$ cat src/rtl/pwm_stby_pkg.sv
package pwm_stby_pkg;

  typedef enum logic [1:0] {
    MODE_GND = 2'd0,
    MODE_BPZ = 2'd1,
    MODE_MOD = 2'd2
  } out_mode_e;

  typedef enum logic [3:0] {
    ST_IDLE  = 4'd0,
    ST_PRE   = 4'd1,
    ST_START = 4'd2,
    ST_RUN   = 4'd3,
    ST_MUTE  = 4'd4,
    ST_CLEAR = 4'd5,
    ST_BPZ   = 4'd6,
    ST_POST  = 4'd7,
    ST_STOP  = 4'd8
  } seq_state_e;

  function automatic int unsigned max_u(input int unsigned a, input int unsigned b);
    return (a > b) ? a : b;
  endfunction

endpackage

$ cat src/rtl/pwm_stby_rst_sync.sv
module pwm_stby_rst_sync #(
  parameter int unsigned STAGES = 2
) (
  input  logic clk_i,
  input  logic rst_ni,
  output logic rst_no
);

  logic [STAGES-1:0] chain_q;
  logic [STAGES-1:0] chain_d;

  always_comb begin
    chain_d = {chain_q[STAGES-2:0], 1'b1};
  end

  always_ff @(posedge clk_i or negedge rst_ni) begin
    if (!rst_ni) chain_q <= '0;
    else         chain_q <= chain_d;
  end

  assign rst_no = chain_q[STAGES-1];

endmodule

$ cat src/rtl/pwm_stby_sync.sv
module pwm_stby_sync #(
  parameter int unsigned     W       = 3,
  parameter logic [W-1:0]    RST_VAL = '1
) (
  input  logic         clk_i,
  input  logic         rst_ni,
  input  logic [W-1:0] d_i,
  output logic [W-1:0] q_o
);

  for (genvar b = 0; b < W; b++) begin : g_bit
    logic meta_q;
    logic sync_q;

    always_ff @(posedge clk_i or negedge rst_ni) begin
      if (!rst_ni) begin
        meta_q <= RST_VAL[b];
        sync_q <= RST_VAL[b];
      end else begin
        meta_q <= d_i[b];
        sync_q <= meta_q;
      end
    end

    assign q_o[b] = sync_q;
  end

endmodule

$ cat src/rtl/pwm_stby_phase_cnt.sv
module pwm_stby_phase_cnt #(
  parameter int unsigned CNT_W = 17
) (
  input  logic             clk_i,
  input  logic             rst_ni,
  input  logic             clr_i,
  input  logic             tick_i,
  input  logic [CNT_W-1:0] limit_i,
  output logic             done_o
);

  logic [CNT_W-1:0] cnt_q;
  logic [CNT_W-1:0] cnt_d;
  logic             last_w;

  assign last_w = (cnt_q == (limit_i - 1'b1));
  assign done_o = tick_i & last_w;

  always_comb begin
    cnt_d = cnt_q;
    if (clr_i)       cnt_d = '0;
    else if (tick_i) cnt_d = last_w ? '0 : (cnt_q + 1'b1);
  end

  always_ff @(posedge clk_i or negedge rst_ni) begin
    if (!rst_ni) cnt_q <= '0;
    else         cnt_q <= cnt_d;
  end

  // the phase count stays inside the current phase length
  p_cnt_bound_r4: assert property (@(posedge clk_i) disable iff (!rst_ni)
    cnt_q < limit_i);

  // without a tick or a clear the count does not move
  p_cnt_tick_only_r4: assert property (@(posedge clk_i) disable iff (!rst_ni)
    (!tick_i && !clr_i) |=> $stable(cnt_q));

endmodule

$ cat src/rtl/pwm_stby_gain.sv
module pwm_stby_gain #(
  parameter int unsigned FULL = 1024,
  parameter int unsigned W    = 11
) (
  input  logic         clk_i,
  input  logic         rst_ni,
  input  logic         tick_i,
  input  logic         clr_i,
  input  logic         up_i,
  input  logic         dn_i,
  output logic [W-1:0] gain_o,
  output logic         low_o
);

  localparam logic [W-1:0] GAIN_FULL = W'(FULL);

  logic [W-1:0] gain_q;
  logic [W-1:0] gain_d;

  always_comb begin
    gain_d = gain_q;
    if (clr_i) begin
      gain_d = '0;
    end else if (tick_i) begin
      if (dn_i && (gain_q != '0))             gain_d = gain_q - 1'b1;
      else if (up_i && (gain_q != GAIN_FULL)) gain_d = gain_q + 1'b1;
    end
  end

  always_ff @(posedge clk_i or negedge rst_ni) begin
    if (!rst_ni) gain_q <= '0;
    else         gain_q <= gain_d;
  end

  assign gain_o = gain_q;
  assign low_o  = (gain_q <= W'(1));

  // gain never exceeds full scale
  p_gain_max_r3: assert property (@(posedge clk_i) disable iff (!rst_ni)
    gain_q <= GAIN_FULL);

  // gain only moves on a tick unless forced to zero
  p_gain_tick_only_r4: assert property (@(posedge clk_i) disable iff (!rst_ni)
    (!tick_i && !clr_i) |=> $stable(gain_q));

endmodule

$ cat src/rtl/pwm_stby_seq.sv
module pwm_stby_seq
  import pwm_stby_pkg::*;
#(
  parameter int unsigned ACT_DLY_TICKS = 720,
  parameter int unsigned RAMP_TICKS    = 1024,
  parameter int unsigned CLR_TICKS     = 65536,
  parameter int unsigned BPZ_TICKS     = 256,
  parameter int unsigned EXT_TICKS     = 384,
  parameter int unsigned GAIN_W        = $clog2(RAMP_TICKS + 1)
) (
  input  logic              clk_i,
  input  logic              rst_ni,
  input  logic              fs_tick_i,
  input  logic              stby_req_ni,
  input  logic              mute_req_ni,
  input  logic              err_stop_ni,
  input  logic              mask_stby_i,
  input  logic              mask_mute_i,
  input  logic              mask_err_i,
  input  logic              fw_active_i,
  input  logic              fw_stop_i,
  input  logic              nsup_en_i,
  input  logic              bpz_ext_i,
  output logic              pwm_en_o,
  output logic [1:0]        out_mode_o,
  output logic [GAIN_W-1:0] gain_o
);

  localparam int unsigned MAX_LEN =
    max_u(max_u(ACT_DLY_TICKS, CLR_TICKS), max_u(BPZ_TICKS, EXT_TICKS));
  localparam int unsigned CNT_W   = $clog2(MAX_LEN + 1);

  localparam int unsigned PIN_STBY = 0;
  localparam int unsigned PIN_MUTE = 1;
  localparam int unsigned PIN_ERR  = 2;

  // reset release and pin synchronizers
  logic       rst_n;
  logic [2:0] pin_raw;
  logic [2:0] pin_s;

  pwm_stby_rst_sync #(.STAGES(2)) u_rst_sync (
    .clk_i  (clk_i),
    .rst_ni (rst_ni),
    .rst_no (rst_n)
  );

  assign pin_raw[PIN_STBY] = stby_req_ni;
  assign pin_raw[PIN_MUTE] = mute_req_ni;
  assign pin_raw[PIN_ERR]  = err_stop_ni;

  pwm_stby_sync #(.W(3), .RST_VAL(3'b111)) u_pin_sync (
    .clk_i  (clk_i),
    .rst_ni (rst_n),
    .d_i    (pin_raw),
    .q_o    (pin_s)
  );

  // request decode
  logic stby_pin_req;
  logic mute_req;
  logic err_req;
  logic want_act;

  assign stby_pin_req = ~pin_s[PIN_STBY] & ~mask_stby_i;
  assign mute_req     = ~pin_s[PIN_MUTE] & ~mask_mute_i;
  assign err_req      = (~pin_s[PIN_ERR] & ~mask_err_i) | fw_stop_i;
  assign want_act     = fw_active_i & ~stby_pin_req;

  // state register, counter and gain
  seq_state_e       state_q;
  seq_state_e       state_d;
  logic [CNT_W-1:0] phase_len;
  logic             phase_done;
  logic             cnt_clr;
  logic             gain_clr;
  logic             gain_up;
  logic             gain_dn;
  logic             gain_low;

  assign cnt_clr = (state_d != state_q);

  always_comb begin
    case (state_q)
      ST_PRE,
      ST_POST:  phase_len = CNT_W'(EXT_TICKS);
      ST_START: phase_len = CNT_W'(ACT_DLY_TICKS);
      ST_CLEAR: phase_len = CNT_W'(CLR_TICKS);
      ST_BPZ:   phase_len = CNT_W'(BPZ_TICKS);
      default:  phase_len = CNT_W'(1);
    endcase
  end

  pwm_stby_phase_cnt #(.CNT_W(CNT_W)) u_phase_cnt (
    .clk_i   (clk_i),
    .rst_ni  (rst_n),
    .clr_i   (cnt_clr),
    .tick_i  (fs_tick_i),
    .limit_i (phase_len),
    .done_o  (phase_done)
  );

  assign gain_clr = (state_d == ST_IDLE) || (state_d == ST_PRE) || (state_d == ST_STOP);
  assign gain_up  = (state_q == ST_RUN) && !mute_req;
  assign gain_dn  = ((state_q == ST_RUN) && mute_req) || (state_q == ST_MUTE);

  pwm_stby_gain #(.FULL(RAMP_TICKS), .W(GAIN_W)) u_gain (
    .clk_i  (clk_i),
    .rst_ni (rst_n),
    .tick_i (fs_tick_i),
    .clr_i  (gain_clr),
    .up_i   (gain_up),
    .dn_i   (gain_dn),
    .gain_o (gain_o),
    .low_o  (gain_low)
  );

  // next-state logic
  always_comb begin
    state_d = state_q;
    if (err_req) begin
      state_d = ST_STOP;
    end else begin
      case (state_q)
        ST_IDLE:  if (want_act) state_d = bpz_ext_i ? ST_PRE : ST_START;
        ST_PRE:   if (!want_act)      state_d = ST_IDLE;
                  else if (phase_done) state_d = ST_START;
        ST_START: if (!want_act)      state_d = ST_MUTE;
                  else if (phase_done) state_d = ST_RUN;
        ST_RUN:   if (!want_act)      state_d = ST_MUTE;
        ST_MUTE:  if (fs_tick_i && gain_low) state_d = nsup_en_i ? ST_CLEAR : ST_BPZ;
        ST_CLEAR: if (phase_done)     state_d = ST_BPZ;
        ST_BPZ:   if (phase_done)     state_d = bpz_ext_i ? ST_POST : ST_IDLE;
        ST_POST:  if (phase_done)     state_d = ST_IDLE;
        ST_STOP:  state_d = ST_IDLE;
        default:  state_d = ST_IDLE;
      endcase
    end
  end

  always_ff @(posedge clk_i or negedge rst_n) begin
    if (!rst_n) state_q <= ST_IDLE;
    else        state_q <= state_d;
  end

  // output decode
  out_mode_e mode_w;

  always_comb begin
    case (state_q)
      ST_START, ST_RUN, ST_MUTE, ST_CLEAR: begin
        pwm_en_o = 1'b1;
        mode_w   = MODE_MOD;
      end
      ST_BPZ: begin
        pwm_en_o = 1'b1;
        mode_w   = MODE_BPZ;
      end
      ST_PRE, ST_POST: begin
        pwm_en_o = 1'b0;
        mode_w   = MODE_BPZ;
      end
      default: begin
        pwm_en_o = 1'b0;
        mode_w   = MODE_GND;
      end
    endcase
  end

  assign out_mode_o = mode_w;

  // modulated output only with the enable flag high
  p_mod_needs_en_r2: assert property (@(posedge clk_i) disable iff (!rst_n)
    (out_mode_o == MODE_MOD) |-> pwm_en_o);

  // the enable flag rises only with the gain at zero
  p_en_rise_mute_r2: assert property (@(posedge clk_i) disable iff (!rst_n)
    $rose(pwm_en_o) |-> (gain_o == '0));

  // an error request stops the outputs at the next edge
  p_stop_fast_r10: assert property (@(posedge clk_i) disable iff (!rst_n)
    err_req |=> (!pwm_en_o && (out_mode_o == MODE_GND) && (gain_o == '0)));

  // outside an error stop the enable flag falls only out of the bipolar-zero phase
  p_en_fall_bpz_r8: assert property (@(posedge clk_i) disable iff (!rst_n)
    ($fell(pwm_en_o) && (state_q != ST_STOP)) |-> ($past(state_q) == ST_BPZ));

  // a shutdown phase never jumps back into an active phase
  p_hold_act_r11: assert property (@(posedge clk_i) disable iff (!rst_n)
    ((state_q == ST_MUTE) || (state_q == ST_CLEAR) || (state_q == ST_BPZ) ||
     (state_q == ST_POST)) |=> ((state_q != ST_START) && (state_q != ST_RUN)));

endmodule

$ cat config.mk
export PLATFORM = sky130hd
export DESIGN_NAME = pwm_stby_seq
export DESIGN_NICKNAME = d
export VERILOG_FILES = /design/src/rtl/pwm_stby_pkg.sv /design/src/rtl/pwm_stby_rst_sync.sv /design/src/rtl/pwm_stby_sync.sv /design/src/rtl/pwm_stby_phase_cnt.sv /design/src/rtl/pwm_stby_gain.sv /design/src/rtl/pwm_stby_seq.sv
export SDC_FILE = /design/constraint.sdc
export NUM_CORES = 1
export LEC_CHECK = 0
export ABC_AREA = 1
export ABC_CLOCK_PERIOD_IN_PS = 1900
export BUFFER_PORTS_ARGS = -buffer_cell sky130_fd_sc_hd__buf_4
export CAP_MARGIN = 40
export CORE_MARGIN = 1
export CORE_UTILIZATION = 45
export DETAILED_ROUTE_END_ITERATION = 12
export GPL_TIMING_DRIVEN = 0
export PLACE_DENSITY_LB_ADDON = 0.08
export SETUP_SLACK_MARGIN = 0.4
export SYNTH_ARGS = -nofsm -noshare
export SYNTH_HDL_FRONTEND = slang
export SYNTH_SLANG_ARGS = --single-unit
$ cat constraint.sdc
create_clock -name clk_i -period 1.9 [get_ports clk_i]
set_input_delay 0.285 -clock clk_i [delete_from_list [all_inputs] [get_ports clk_i]]
set_output_delay 0.285 -clock clk_i [all_outputs]
set_load 0.05 [all_outputs]
==> results of run 1 <==
[layout by cell type (no fill, tap or decap), types with 12 or more instances in the layout]
cell	Yosys	routed
nor3_2	10	12
inv_1	40	34
nand3_1	27	22
o21ai_0	14	12
nand2_1	86	77
nor2_1	52	42
buf_6	1	13
a21oi_1	13	13
dfrtp_1	34	23
xor2_1	12	12
buf_4	3	36
[per-layer routing]
layer  share of wire [%]  up-vias
met3                 5.0       10
met5                   0        -
met1                  45     1285
li1                    -     1350
met2                  49       75
met4                 1.0        0
[final cells by class]
class | count | area, um2 | area share [%]
Multi-Input combinational cell | 286 | 1763 | 46.59
Clock buffer | 6 | 82.58 | 2.183
Buffer | 7 | 83.83 | 2.216
Inverter | 47 | 196.4 | 5.192
Sequential cell | 40 | 1022 | 27.02
Clock inverter | 2 | 38.79 | 1.025
Timing Repair Buffer | 52 | 503.0 | 13.29
Tap cell | 75 | 93.84 | 2.480
[worst max-delay path by stage]
stage                          from                           endpoint  cells past startpoint
3_5_place_dp   state_q[3]$_DFF_PN0_       u_gain.gain_o[9]$_DFFE_PN0P_                     17
5_1_grt        state_q[1]$_DFF_PN0_  u_phase_cnt.cnt_q[11]$_DFFE_PN0P_                     17
2_1_floorplan  state_q[1]$_DFF_PN0_   u_phase_cnt.cnt_q[9]$_DFFE_PN0P_                     17
3_3_place_gp   state_q[3]$_DFF_PN0_       u_gain.gain_o[2]$_DFFE_PN0P_                     17
6_report       state_q[1]$_DFF_PN0_  u_phase_cnt.cnt_q[11]$_DFFE_PN0P_                     17
4_1_cts        state_q[0]$_DFF_PN0_  u_phase_cnt.cnt_q[15]$_DFFE_PN0P_                     18
[power breakdown]
| group | switching [mW] | internal [mW] |
|---|---|---|
| clock | 0.333 | 0.430 |
| combinational | 0.150 | 0.113 |
| sequential | 0.0162 | 0.868 |
| total | 0.499 | 1.41 |
[flip-flops by register name, summed over array words and instances, names as in the netlist]
register and flops:
u_gain.gain_o 11, u_pin_sync.g_bit.sync_q 3, state_q 4, u_rst_sync.chain_q 2, u_phase_cnt.cnt_q 17, u_pin_sync.g_bit.meta_q 3
[stage by stage]
| step | instance area, um2 | power (mW) |
|---|---|---|
| final | 3784 | 1.909 |
| after floorplan | 2821 | 1.005 |
| after detailed placement | 3132 | 1.069 |
| after global routing | 3784 | 1.988 |
| after CTS | 3642 | 1.908 |
| after global placement | 3103 | 1.060 |
[critical path, delay by kind of cell, from the launching register on]
kind	cells	cell delay, ps
buf+inv	2	310
flops	1	390
simple gates	15	1660
[timing repair]
action                                  CTS  global route
gates cloned                              2             1
setup buffers                            19             3
hold buffers                              1             0
endpoints found under the hold margin     2             0
endpoints found under the setup margin   34            34
pin swaps                                34            29
gates resized for setup                  60            19
[cell families (layout without fill, tap and decap cells)]
group | after synthesis | after routing | share of synthesized area, %
AOI/OAI and AO/OA | 38 | 38 | 7.924
xor gates and xnor gates | 14 | 14 | 4.463
adders and majority gates | 4 | 4 | 1.822
buffers and inverters | 54 | 114 | 8.287
DFF | 40 | 40 | 36.70
other | 1 | 1 | 0.1365
and+or+nand+nor | 229 | 229 | 40.67
==> run metrics, run 1 <==
Final Hold Fails 0; Rel. slew slack 57.32%; Die Width 80.14 um; status finished with violations; Worst Setup Start Kind flop; vias in the first global route roughly 2.5k; minimum hold slack 91.81 ps; top cell type's share of synthesized area 30.97%; Nets between 400 and 500; Via-to-Cell Ratio between 5 and 6; top post-synthesis cells by count nand2_1 (86), nor2_1 (52), inv_1 (40); Max Root-Sink Buffers 2; gr ovfl total 0; EDFF count, synth 0; Fin Setup TNS -14,430 ps; antenna violations before repair 0; count leader, synth nand2_1; crit path time final ~2400 ps; Fin Clk Skew 9.809 ps; pwr/cell area 504.6 nW/um2; Slowest-stage cell, CP dfrtp_1; register-to-register setup slack -540 ps; Synth Flop Type dfrtp_1; synthesized flop and latch total 40; worst slack, placed -599.3 ps; GPL Wtd Cong 0.8593; synth top area cells dfrtp_1 (31%), nand2_1 (12%), nor2_1 (7.1%); CP Class flop to flop; share of cells above drive strength 1 a little under two fifths; largest net degree at the start of global routing 23; synth warn 0; die height 80.14 um; H-tree levels 2; max_cap viols 0; die area 6422 um2; Critical Path Fanout Max 7; final non-filler cell total 515; synthesized area 2748 um2; antenna-violating nets left 0; fin util 63.91%; GR Layer Usage met3 ~3.8%; Period Utilization, post-route 128.4%; Filler cells 525; Worst EP arrival ~2700 ps; Core Box Area 5921 um2; Starting Density roughly 46%; Leakage 1.746 nW; # placed instances ~480; Post-synth ARST share 100.0%; Mapped Cells 380; count of cell types in the netlist 39; Port Buf Inserts 25; critical-path cell list buf_6, nor2_4, nand2_4, nand2_1, nand3_1, nor2_1, nand2_1, nor2_4, nand4_1, nand2_1, nand3_1, nand2_1, nand2_1, nand2_2, nand2_4, buf_12, nor3_4; row count 28; crit-path max cell delay between 300 and 400 ps; Root Driver clkbuf_8; Hold Path Depth 1; RSZ-0062 raised after global routing true; GR Layer Usage met2 between 30% and 40%; Ports 27; failing checks negative setup slack; met1 Use GR 33.07%; ant diodes 0; worst hold endpoint u_pin_sync.g_bit[1].meta_q$_DFF_PN1_; post-synth top area cell dfrtp_1; global-route wire length before repair 11.71 mm; layer with the highest usage met2; CTS tree yes; CTS clock-pin slew for the worst setup and hold paths ~90 ps; DRC violations left 0; final setup fails 31; CP required 2120 ps; reg2reg end u_phase_cnt.cnt_q[11]$_DFFE_PN0P_; Worst VDD drop between 0.4 and 0.5 mV; P&R area growth vs syn 37.70%; Crit path top cell by count nand2_1; average wire per standard cell about 14 um; worst r2r src state_q[1]$_DFF_PN0_; Num CTS Buffers 5; Critical Path Sink Type flop; Syn Nets 397; hold_sp mute_req_ni; DRT iter0 DRCs roughly 120; R2R cell count 17; post-layout worst setup margin -540.0 ps; Worst Hold Class primary input to flop; Slew Limit Fails 0; hpwl dp 4.747 mm; vias around 2.7k; register area share after synthesis 36.70%; Post-Syn Area per Cell 7.231 um2; total routed wirelength 7.192 mm; CTS sink cnt 40; First-pass DRT Iterations 5; clock latency on the worst-skew pair 300 ps; Peak Freq just over 400 MHz; Least-Margin Pin Slew ~630 ps; GRT Util Overall 23.63%
Note: power is estimated with default switching activity, not from simulation.
==> run 2, diff against run 1 <==
- PLACE_DENSITY_LB_ADDON: 0.08 -> 0.05
==> run 2 against run 1 <==
  * The run still ends with negative setup slack left
  * Die area is the same
  * Non-clock buffer count grew 5
  * Global-route usage grew 0.43 points
  * Maximum frequency grew 0.52%
  * Cell count grew 0.97%
  * Clock skew shrank 1.6 ps
  * Critical endpoint is now u_phase_cnt.cnt_q[13]$_DFFE_PN0P_
==> run metrics, run 2 (synthesized netlist as in run 1, its figures left out) <==
share of cells above drive strength 1 a little under two fifths; commonest non-fill, non-tap cell in the layout nand2_1; P&R area growth vs syn 37.89%; GPL Wtd Cong between 0.9 and 1; average wire per standard cell about 14 um; Critical Path Fanout Max 9; Sw Share approximately a quarter; Slew Limit Fails 0; CP required 2120 ps; hpwl dp 4.942 mm; CTS sink cnt 40; gr ovfl total 0; crit path time final 2427 ps; CP Class flop to flop; total routed wirelength 7.287 mm; row count 28; Worst Setup Start Kind flop; H-tree levels 2; Via-to-Cell Ratio 5.208; Ports 27; Filler cells 526; Fin Clk Skew 8.205 ps; failing checks negative setup slack; # placed instances 481; multi-input logic area 1759 um2; Starting Density 46.41%; GRT Util Overall between 20% and 30%; Core Box Area 5921 um2; Clock Power Share ~39%; antenna-violating nets left 0; Period Utilization, post-route 127.8%; sequential share of power between 40% and 50%; max_cap viols 0; Root Driver clkbuf_8; pwr/cell area approximately 490 nW/um2; Pint 1.378 mW; Least-Margin Pin Slew 582.1 ps; most flop-heavy register u_phase_cnt.cnt_q; power share of the combinational group 14.2%; Fin Setup TNS -12,840 ps; First-pass DRT Iterations 4; Worst VDD drop ~0.35 mV; register area 1022 um2; most frequent cells in the layout nand2_1 (75), buf_4 (45), nor2_1 (43), inv_1 (32); fin util 63.99%; CTS clock-pin slew for the worst setup and hold paths 90 ps; ant diodes 0; Critical Path Sink Type flop; Worst Hold Class primary input to flop; register-to-register setup slack -530 ps; DRC violations left 0; final setup fails 31; status finished with violations; Die Width 80.14 um; Port Buf Inserts 25; Num CTS Buffers 5; Nets roughly 460; die height 80.14 um; antenna violations before repair 0; global-route wire length before repair 11.86 mm; RSZ-0062 raised after global routing true; largest net degree at the start of global routing 32; Worst EP arrival roughly 2600 ps; Max Root-Sink Buffers 2; Final Hold Fails 0; die area 6422 um2; post-layout worst setup margin -527.5 ps; clock latency on the worst-skew pair roughly 300 ps; CTS tree yes; final non-filler cell total 520; NetSw slightly below 0.5 mW; DRT iter0 DRCs 98; Leakage roughly 1.7 nW; Rel. slew slack 61.05%; Peak Freq 411.9 MHz; vias in the first global route 2,563; vias 2,708; max reg flops 17
[run 2: worst paths after layout]
path	to	depth (start not counted)	from
worst max-delay path	u_phase_cnt.cnt_q[13]$_DFFE_PN0P_	18	state_q[1]$_DFF_PN0_
worst min-delay path	u_pin_sync.g_bit[0].meta_q$_DFF_PN1_	1	stby_req_ni
worst max register to register	u_phase_cnt.cnt_q[13]$_DFFE_PN0P_	18	state_q[1]$_DFF_PN0_
worst min register to register	u_gain.gain_o[6]$_DFFE_PN0P_	0	u_rst_sync.chain_q[1]$_DFF_PN0_
max in group asynchronous	u_pin_sync.g_bit[0].sync_q$_DFF_PN1_	1	u_rst_sync.chain_q[1]$_DFF_PN0_
min in group asynchronous	u_gain.gain_o[6]$_DFFE_PN0P_	0	u_rst_sync.chain_q[1]$_DFF_PN0_
[run 2: repair_timing]
| item | 4_1_cts | 5_1_grt |
|---|---|---|
| setup endpoints to repair | 34 | 34 |
| hold endpoints to repair | 2 | 0 |
| gates cloned | 2 | 1 |
| resized for setup | 45 | 32 |
| buffers inserted | 17 | 10 |
| hold buffers | 1 | 0 |
| pin swaps | 23 | 29 |
[run 2: worst max-delay path, cell delays in order (launching register included)]
cell	delay [ps]
dfrtp_1	350
buf_6	160
inv_6	70
nor2_2	100
nand2_2	120
nand3_1	110
nand2_1	70
nor2_2	100
nand2_2	80
nor2_4	150
nand3_4	130
a21oi_4	150
nand3_2	110
nand2_2	80
nand2_2	70
nand2_4	80
nand2_8	90
buf_12	150
nor3_4	150
[run 2: power by group through the flow]
| stage | Clock [mW] | Combinational [mW] | Sequential (mW) |
|---|---|---|---|
| 6_report | 0.726 | 0.265 | 0.880 |
| 5_1_grt | 0.770 | 0.285 | 0.882 |
| 4_1_cts | 0.740 | 0.225 | 0.880 |
| 3_5_place_dp | 0 | 0.169 | 0.896 |
| 3_3_place_gp | 0 | 0.150 | 0.908 |
| 2_1_floorplan | 0 | 0.105 | 0.900 |
[run 2: cell type report]
| cell class | count | share of cell area [%] |
|---|---|---|
| clock buffers | 5 | 1.816 |
| flip-flops and latches | 40 | 26.98 |
| clock inverters | 3 | 1.222 |
| repair buffers | 57 | 13.77 |
| plain buffers | 7 | 2.213 |
| well taps | 75 | 2.477 |
| inverters | 47 | 5.086 |
| multi-input cells | 286 | 46.43 |
[run 2: metal layers]
layer,wire length [um],global-route usage [%]
met1,3525,34.63
met5,0,0
met4,63,6.429
met3,298,2.386
met2,3398,38.29
[run 2: per-stage QoR]
step,area (um2),setup slack [ps],hold WS [ps],total power [mW]
after floorplan,2821,-146.6,-10.59,1.005
after global placement,3103,-489.3,68.55,1.058
after detailed placement,3124,-482.6,69.18,1.065
after CTS,3551,-471.5,85.83,1.844
after global routing,3789,-701.1,82.20,1.937
final,3789,-527.5,94.22,1.871
